<file path="src/rtl/scan_wrap_pkg.sv">
`timescale 1ns/1ps
package scan_wrap_pkg;
  typedef enum logic {
    SCAN_UNLOAD = 1'b0,
    SCAN_LOAD   = 1'b1
  } scan_mode_e;

  // Serial image length: one output-register word plus every memory word.
  function automatic int unsigned image_bits(int unsigned dw, int unsigned depth);
    return dw * (depth + 1);
  endfunction
endpackage

</file>
<file path="src/rtl/scan_seq.sv">
`timescale 1ns/1ps
// Tracks the bit position inside a word and the word slot inside the image.
// Slot 0 is the output register; slot s>0 is memory address s-1.
module scan_seq #(
  parameter int DW    = 8,
  parameter int DEPTH = 8,
  localparam int BW   = (DW > 1) ? $clog2(DW) : 1,
  localparam int SW   = $clog2(DEPTH + 1)
) (
  input  logic          clk,
  input  logic          rst_n,
  input  logic          scan_en,
  output logic          first,
  output logic          word_end,
  output logic          bit_first,
  output logic          slot_zero,
  output logic          slot_last,
  output logic [SW-1:0] slot
);
  logic          scan_q;
  logic [BW-1:0] bcnt;

  assign first     = scan_en && !scan_q;
  assign word_end  = scan_en && (bcnt == BW'(DW - 1));
  assign bit_first = (bcnt == '0);
  assign slot_zero = (slot == '0);
  assign slot_last = (slot == SW'(DEPTH));

  always_ff @(posedge clk or negedge rst_n) begin
    if (!rst_n) begin
      scan_q <= 1'b0;
      bcnt   <= '0;
      slot   <= '0;
    end else begin
      scan_q <= scan_en;
      if (!scan_en) begin
        bcnt <= '0;
        slot <= '0;
      end else if (word_end) begin
        bcnt <= '0;
        slot <= slot_last ? '0 : slot + SW'(1);
      end else begin
        bcnt <= bcnt + BW'(1);
      end
    end
  end
endmodule

</file>
<file path="src/rtl/scan_serdes.sv">
`timescale 1ns/1ps
// Word-to-bit on the outgoing side, bit-to-word on the incoming side.
module scan_serdes #(
  parameter int DW = 8
) (
  input  logic          clk,
  input  logic          rst_n,
  input  logic          scan_en,
  input  logic          bit_first,
  input  logic [DW-1:0] head_word,
  input  logic          scan_in,
  output logic          scan_out,
  output logic [DW-1:0] in_word
);
  logic [DW-1:0] piso;
  logic [DW-1:0] sipo;

  // New bit enters at the top, so the first bit of a word ends at bit 0.
  function automatic logic [DW-1:0] push_top(logic [DW-1:0] w, logic b);
    logic [DW-1:0] t;
    t         = w >> 1;
    t[DW-1]   = b;
    return t;
  endfunction

  assign in_word  = push_top(sipo, scan_in);
  assign scan_out = scan_en && (bit_first ? head_word[0] : piso[0]);

  always_ff @(posedge clk or negedge rst_n) begin
    if (!rst_n) begin
      piso <= '0;
      sipo <= '0;
    end else if (scan_en) begin
      sipo <= in_word;
      piso <= bit_first ? (head_word >> 1) : (piso >> 1);
    end
  end
endmodule

</file>
<file path="src/rtl/scan_ram.sv">
`timescale 1ns/1ps
// Two-port memory, clocked write and clocked read into an output register.
module scan_ram #(
  parameter int DW    = 8,
  parameter int DEPTH = 8,
  localparam int AW   = (DEPTH > 1) ? $clog2(DEPTH) : 1
) (
  input  logic          clk,
  input  logic          rst_n,
  input  logic          we,
  input  logic [AW-1:0] wa,
  input  logic [DW-1:0] wd,
  input  logic          re,
  input  logic [AW-1:0] ra,
  output logic [DW-1:0] q
);
  logic [DW-1:0] mem [DEPTH];

  always_ff @(posedge clk) begin
    if (we) mem[wa] <= wd;
  end

  always_ff @(posedge clk or negedge rst_n) begin
    if (!rst_n)  q <= '0;
    else if (re) q <= mem[ra];
  end
endmodule

</file>
<file path="src/rtl/bram_scan_wrap.sv">
`timescale 1ns/1ps
module bram_scan_wrap
  import scan_wrap_pkg::*;
#(
  parameter int DW    = 8,
  parameter int DEPTH = 8,
  localparam int AW   = (DEPTH > 1) ? $clog2(DEPTH) : 1,
  localparam int SW   = $clog2(DEPTH + 1)
) (
  input  logic          clk,
  input  logic          rst_n,
  input  logic          wr_en,
  input  logic [AW-1:0] wr_addr,
  input  logic [DW-1:0] wr_data,
  input  logic          rd_en,
  input  logic [AW-1:0] rd_addr,
  output logic [DW-1:0] rd_data,
  input  logic          scan_en,
  input  logic          scan_mode,
  input  logic          scan_in,
  output logic          scan_out
);
  // Sequencer events, named for the checker.
  logic          first, word_end, bit_first, slot_zero, slot_last;
  logic [SW-1:0] slot;
  // Memory port signals after the scan/user multiplexers.
  logic          ram_we, ram_re;
  logic [AW-1:0] ram_wa, ram_ra;
  logic [DW-1:0] ram_wd, ram_q;
  // Serial path.
  logic [DW-1:0] in_word, head_word;
  // Output-register preservation.
  logic [DW-1:0] shadow;
  logic          use_shadow;
  logic          load;
  scan_mode_e    mode;

  function automatic logic [AW-1:0] slot_rd_addr(logic [SW-1:0] s);
    return AW'(s);
  endfunction

  function automatic logic [AW-1:0] slot_wr_addr(logic [SW-1:0] s);
    return AW'(s - SW'(1));
  endfunction

  assign mode = scan_mode_e'(scan_mode);
  assign load = (mode == SCAN_LOAD);

  scan_seq #(.DW(DW), .DEPTH(DEPTH)) u_seq (
    .clk      (clk),
    .rst_n    (rst_n),
    .scan_en  (scan_en),
    .first    (first),
    .word_end (word_end),
    .bit_first(bit_first),
    .slot_zero(slot_zero),
    .slot_last(slot_last),
    .slot     (slot)
  );

  // Scan write stores the word just assembled (slot s -> address s-1) while
  // the read fetches address s, so the write trails the read by one word.
  assign ram_we = scan_en ? (word_end && load && !slot_zero) : wr_en;
  assign ram_wa = scan_en ? slot_wr_addr(slot) : wr_addr;
  assign ram_wd = scan_en ? in_word : wr_data;
  assign ram_re = scan_en ? (word_end && !slot_last) : rd_en;
  assign ram_ra = scan_en ? slot_rd_addr(slot) : rd_addr;

  scan_ram #(.DW(DW), .DEPTH(DEPTH)) u_ram (
    .clk  (clk),
    .rst_n(rst_n),
    .we   (ram_we),
    .wa   (ram_wa),
    .wd   (ram_wd),
    .re   (ram_re),
    .ra   (ram_ra),
    .q    (ram_q)
  );

  assign rd_data   = use_shadow ? shadow : ram_q;
  assign head_word = slot_zero ? rd_data : ram_q;

  scan_serdes #(.DW(DW)) u_serdes (
    .clk      (clk),
    .rst_n    (rst_n),
    .scan_en  (scan_en),
    .bit_first(bit_first),
    .head_word(head_word),
    .scan_in  (scan_in),
    .scan_out (scan_out),
    .in_word  (in_word)
  );

  always_ff @(posedge clk or negedge rst_n) begin
    if (!rst_n) begin
      shadow     <= '0;
      use_shadow <= 1'b0;
    end else begin
      if (word_end && load && slot_zero) shadow <= in_word;
      else if (first)                    shadow <= rd_data;
      if (scan_en)    use_shadow <= 1'b1;
      else if (rd_en) use_shadow <= 1'b0;
    end
  end
endmodule

</file>
<file path="config.mk">
export PLATFORM = sky130hd
export DESIGN_NAME = bram_scan_wrap
export DESIGN_NICKNAME = d
export VERILOG_FILES = /design/src/rtl/scan_wrap_pkg.sv /design/src/rtl/scan_seq.sv /design/src/rtl/scan_serdes.sv /design/src/rtl/scan_ram.sv /design/src/rtl/bram_scan_wrap.sv
export SDC_FILE = /design/constraint.sdc
export NUM_CORES = 1
export LEC_CHECK = 0
export ABC_AREA = 1
export BUFFER_PORTS_ARGS = -buffer_cell sky130_fd_sc_hd__clkbuf_2
export CAP_MARGIN = 30
export CELL_PAD_IN_SITES_DETAIL_PLACEMENT = 0
export CELL_PAD_IN_SITES_GLOBAL_PLACEMENT = 1
export CORE_UTILIZATION = 45
export CTS_BUF_LIST = sky130_fd_sc_hd__clkbuf_16
export DETAILED_ROUTE_END_ITERATION = 8
export HOLD_SLACK_MARGIN = 0.06
export PLACE_DENSITY = 0.84
export SYNTH_ARGS = -nofsm -noshare
export SYNTH_HDL_FRONTEND = slang
export SYNTH_HIERARCHICAL = 1
export SYNTH_SLANG_ARGS = --single-unit
</file>
<file path="constraint.sdc">
create_clock -name clk -period 4.4 [get_ports clk]
set_input_delay 0.44 -clock clk [delete_from_list [all_inputs] [get_ports clk]]
set_output_delay 0.44 -clock clk [all_outputs]
set_load 0.01 [all_outputs]
</file>
---- Yosys cells after proc, flatten, opt, wreduce, memory -nomap -nowiden ----
Memory sizes are Yosys's and may differ from the RTL's. A register that Yosys moved wholly into a read port is not among the register bits.
Cells that the tools add are included.
cells by class
  mux-type cells .......................... 20
  add/sub/neg operators ................... 3
  eq/ne operators ......................... 3
  reduce and logical (&&, ||, !) cells .... 15
operators with widths
  operator                                                                  count
  8-bit two-way mux                                                         5
  3-bit two-way mux                                                         4
  4-bit two-way mux                                                         3
  1-bit logical AND                                                         7
  1-bit two-way mux                                                         7
  7-bit two-way mux                                                         1
  4-bit by 1-bit adder with 4-bit output (second input constant)            1
  4-bit == test (second input constant)                                     1
  1-bit logical NOT                                                         4
  4-bit logical NOT                                                         1
  2-bit nonzero test                                                        2
  3-bit by 1-bit adder with 3-bit output (second input constant)            1
  3-bit == test (second input constant)                                     1
  3-bit logical NOT                                                         1
  3-bit by 1-bit subtractor with 3-bit output (second input constant)       1
  2-bit by 1-bit inequality test with 1-bit output (second input constant)  1
storage, ports and cells
  input bits .............................. 21
  output and inout port bits .............. 9
  memories kept ........................... 1
  flip-flop bits (word level) ............. 33
  RAM bits ................................ 64
  word-level logic and storage cells ...... 49
memories
  name       words  width  read ports  clocked after memory_dff  write ports  line            RTL
  u_ram.mem  8      8      1           1                         1            scan_ram.sv:17  logic [DW-1:0] mem [DEPTH];

---- Logic depth before layout (Yosys ltp) ----
  depth in word-level cells ............... 7
  gate-level depth with buffers ........... 12
  depth with buffers taken out ............ 10

---- Cells and area by module ----
The synthesis kept the hierarchy.
modules (own cells, without submodules)
  module          area each (um2)  seq. area each (um2)  instances  cells each
  scan_ram        3089.2           2122.0                1          297
  bram_scan_wrap  852.1            225.2                 1          142
  scan_serdes     675.6            350.3                 1          87
  scan_seq        454.2            200.2                 1          52

---- Worst setup path after synthesis ----
No wires, ideal clock.
  kind .................................... register to register
  start point ............................. register u_seq.slot[0]
  end point ............................... memory u_ram.mem[1][0], enable pin
  buffers on the path ..................... 1
  path slack .............................. 2325 ps
  data required time ...................... 4030 ps
  clock period less this slack ............ 2075 ps
  arrival time ............................ 1705 ps
  cell stages (with the launch flop) ...... 9
  setup time .............................. 370 ps
  cell sequence ........................... dfrtp_1 inv_1 ha_1 nand2_1 nor2_1 buf_6 o31ai_2 nand2_1 nor2_1
on the way
  word-level cells in the longest chain between the ends .. 6
  elaborated cells between the ends (all ways) .. 8
  classes of those cells .................. add/sub: 1; mux: 4; reduce/logical: 3
ends and longest elaborated chain
  what                                     line                  RTL
  start, declared                          scan_seq.sv:18        output logic [SW-1:0] slot
  start signal, assigned                   scan_seq.sv:41        slot <= slot_last ? '0 : slot + SW'(1);
  4-bit logical NOT                        scan_seq.sv:26        assign slot_zero = (slot == '0);
  via slot_zero                            bram_scan_wrap.sv:24  logic first, word_end, bit_first, slot_zero, slot_last;
  1-bit logical NOT                        bram_scan_wrap.sv:63  assign ram_we = scan_en ? (word_end && load && !slot_zero) : wr_en;
  1-bit logical AND                        bram_scan_wrap.sv:63
  1-bit two-way mux                        bram_scan_wrap.sv:63
  via ram_we                               bram_scan_wrap.sv:27  logic ram_we, ram_re;
  1-bit two-way mux                        scan_ram.sv:20        if (we) mem[wa] <= wd;
  1-bit two-way mux (not written as such)  scan_ram.sv:20
  end, declared                            scan_ram.sv:17
The timed path passes the listed nets, and every way through them passes these cells.

---- Worst setup path after layout ----
  start point ............................. input scan_en
  end point ............................... memory u_ram.mem[2][2], enable pin
on the way
  elaborated cells between the ends (all ways) .. 7
  classes of those cells .................. mux: 4; reduce/logical: 3
RTL lines
  what               line                  RTL
  start, declared    bram_scan_wrap.sv:18  input logic scan_en,
  3-bit two-way mux  bram_scan_wrap.sv:64  assign ram_wa = scan_en ? slot_wr_addr(slot) : wr_addr;
  via ram_wa[1]      bram_scan_wrap.sv:28  logic [AW-1:0] ram_wa, ram_ra;
The timed path passes the listed nets, and every way through them passes these cells.

==> qor.csv <==
metric,value,unit
grt_max_degree,34,
fp.dieH,108,um
critPathKind,in2reg,
status,"complete, no violations",
rsz0062_at_grt,no,
fillerInstances,990,
drtIter0Drc,311,
clk_pin_slew_worst_paths,60,ps
clk_path_buf_depth,2,
start_util,46.6,%
cts_sinks,103,
vdd_drop_max,0.000255,V
syn2layout_area_growth,9.33,%
cts-root-buf,clkbuf_16,
clkPwrFrac,36.4,%
setup_slack,1800,ps
end_kind,register,
instances_no_fill,744,
clk_latency,340,ps
multi_input_area,1620,um2
antenna_found_initial,0,
netlist_instances,578,
path_cells,"clkbuf_2, inv_1, o21ai_0, nand2_1, nor2_1",
pwr-share-seq,51.0,%
p_leak,2.68,nW
numCtsBuffers,9,
h-tree-depth,3,
layout-drive-gt1-share,10.9,%
num_vias,3759,
port_buffers,29,
track_usage,20.4,%
cp.arrival,2570,ps
die_area,11700,um2
fin_util,50.9,%
drc_errors,0,
cpMaxStageDelayCell,nor2_1,
ios,30,
start_kind,input pin,
finalSetupViolCount,0,
die_w,108,um
internal_power,1.69,mW
grtUsageMet1,27.3,%
cts_tree,done,
gp_congestion,0.804,
syn_nets,605,
fin_crit,2600,ps
wirelength,10900,um
power,2.24,mW
tns,0,ps
gr-usage-met2,32.9,%
ys_types,26,
grt_pass1_vias,3615,
grt_use_met3,4.70,%
power.switching,556,uW
ant_nets,0,
ys_async_sr_fraction,37.9,%
synth_seq_cells,103,
whs,335,ps
worstPathRequired,4370,ps
regArea,2900,um2
maxCapViolations,0,
rows,38,
dp_slack,1460,ps
cts.repair_timing.setup_buffer_count,0,
antenna_cells,0,
worst_slew_pin_slew,760,ps
core,10900,um2
netSwitchingFraction,24.8,%
gr-max-usage-layer,met2,
relSlewSlack,49.1,%
synth-main-ff-cell,edfxtp_1,
routedWlPerCell,14.7,um
grt_pass1_wl,17800,um
seq_area_frac_synth,57.1,%
syn_area_per_cell,8.77,um2
timing.fmax,384,MHz
cp_slowest_stage_delay,610,ps
final_cell_mix,"nand2_1 (218), inv_1 (81), nand3_1 (80)",
drv_slew,0,
pwr-share-comb,12.6,%
post-route-cell-area,5540,um2
clock-skew-final,6.62,ps
synthTopCellsByArea,"edfxtp_1 (38%), dfrtp_1 (19%), nand2_1 (16%), nand3_1 (7.9%), inv_1 (5.8%)",
syn_area,5070,um2
yosys_warnings,6,
hold_viol,0,
finalCritPeriodShare,59.2,%
power.density,404,nW/um2
viasPerCell,5.05,
synth-edff-count,64,
dp_cells,727,
hp-class,in2reg,
dp_hpwl,7940,um
placed_area,5230,um2
dr.pass1.iters,6,
cp_max_fo,33,
final_common_cell,nand2_1,
grt.overflow.total,0,
nets,626,
yosys.area.top_type_share,37.9,%
yosys.area.top_type,edfxtp_1,
[flip-flops by register name (all words and copies together) (netlist names)]
| register | cells |
|---|---|
| u_seq/bcnt | 3 |
| u_seq/slot | 4 |
| u_serdes/sipo | 7 |
| shadow | 8 |
| u_ram/q | 8 |
| u_ram/mem | 64 |
| u_seq/scan_q | 1 |
| use_shadow | 1 |
| u_serdes/piso | 7 |
[path summary, 6_finish.rpt]
path / startpoint / endpoint / slack [ps] / cells after the start
hold reg to reg: u_seq/bcnt[0]$_DFF_PN0_ / u_seq/bcnt[0]$_DFF_PN0_ / 460 / 1
min in group asynchronous: rst_n / u_ram/q[5]$_DFFE_PN0P_ / 490 / 2
setup reg to reg: u_seq/slot[0]$_DFFE_PN0P_ / u_ram/mem[7][2]$_DFFE_PP_ / 1890 / 8
hold / removal: rd_en / use_shadow$_DFFE_PN0P_ / 340 / 2
max in group asynchronous: rst_n / u_seq/slot[1]$_DFFE_PN0P_ / 3470 / 3
setup / recovery: scan_en / u_ram/mem[2][2]$_DFFE_PP_ / 1800 / 5
[critical path, delay by kind of cell]
| family | cells | cell delay (ps) |
|---|---|---|
| buffers and inverters | 2 | 980 |
| AND/OR/NAND/NOR | 2 | 740 |
| AO/OA/AOI/OAI | 1 | 410 |
[final cells by class]
type,count,area share [%]
flip-flops and latches,103,52.3
repair buffers,35,3.70
inverters,89,6.14
multi-input cells,361,29.2
well taps,140,3.16
clock inverters,7,1.49
clock buffers,9,4.06
[per-layer routing]
| metal | vias up | wire [um] | share of wire [%] |
|---|---|---|---|
| met2 | 95 | 5220 | 48 |
| met4 | 0 | 171 | 1.6 |
| met3 | 11 | 623 | 5.7 |
| met5 | - | 0 | 0 |
| li1 | 1863 | - | - |
| met1 | 1790 | 4930 | 45 |
[power groups by stage]
| stage | Sequential (mW) | Combinational (mW) | Clock (mW) |
|---|---|---|---|
| floorplan | 1.15 | 0.206 | 0 |
| global placement | 1.16 | 0.276 | 0 |
| detailed placement | 1.16 | 0.283 | 0 |
| CTS | 1.14 | 0.285 | 0.832 |
| global route | 1.15 | 0.324 | 0.871 |
| finish | 1.14 | 0.283 | 0.815 |
[cell usage after synthesis, types with 2 or more instances]
| cell | count |
|---|---|
| nand2_2 | 2 |
| ha_1 | 6 |
| o21ai_0 | 9 |
| nand2_1 | 218 |
| buf_4 | 6 |
| o21ai_2 | 2 |
| buf_2 | 7 |
| o21ai_1 | 3 |
| inv_2 | 8 |
| edfxtp_1 | 64 |
| inv_4 | 2 |
| inv_1 | 78 |
| nand3_1 | 80 |
| nor2_1 | 24 |
| dfrtp_1 | 39 |
| buf_6 | 12 |
| xnor2_1 | 2 |
| a31oi_1 | 8 |
[cell families after synthesis]
logic type,after synthesis,synth area share (%)
simple gates,329,27.2
buf+inv,114,11.0
flops,103,57.1
compound gates,24,2.91
fa+ha+maj,6,1.48
xor+xnor,2,0.345
[repair_timing]
item / 4_1_cts / 5_1_grt
hold endpoints to repair: 6 / 0
resized for setup: 0 / 0
hold buffers: 1 / 0
Power figures use the tool's default switching activity.
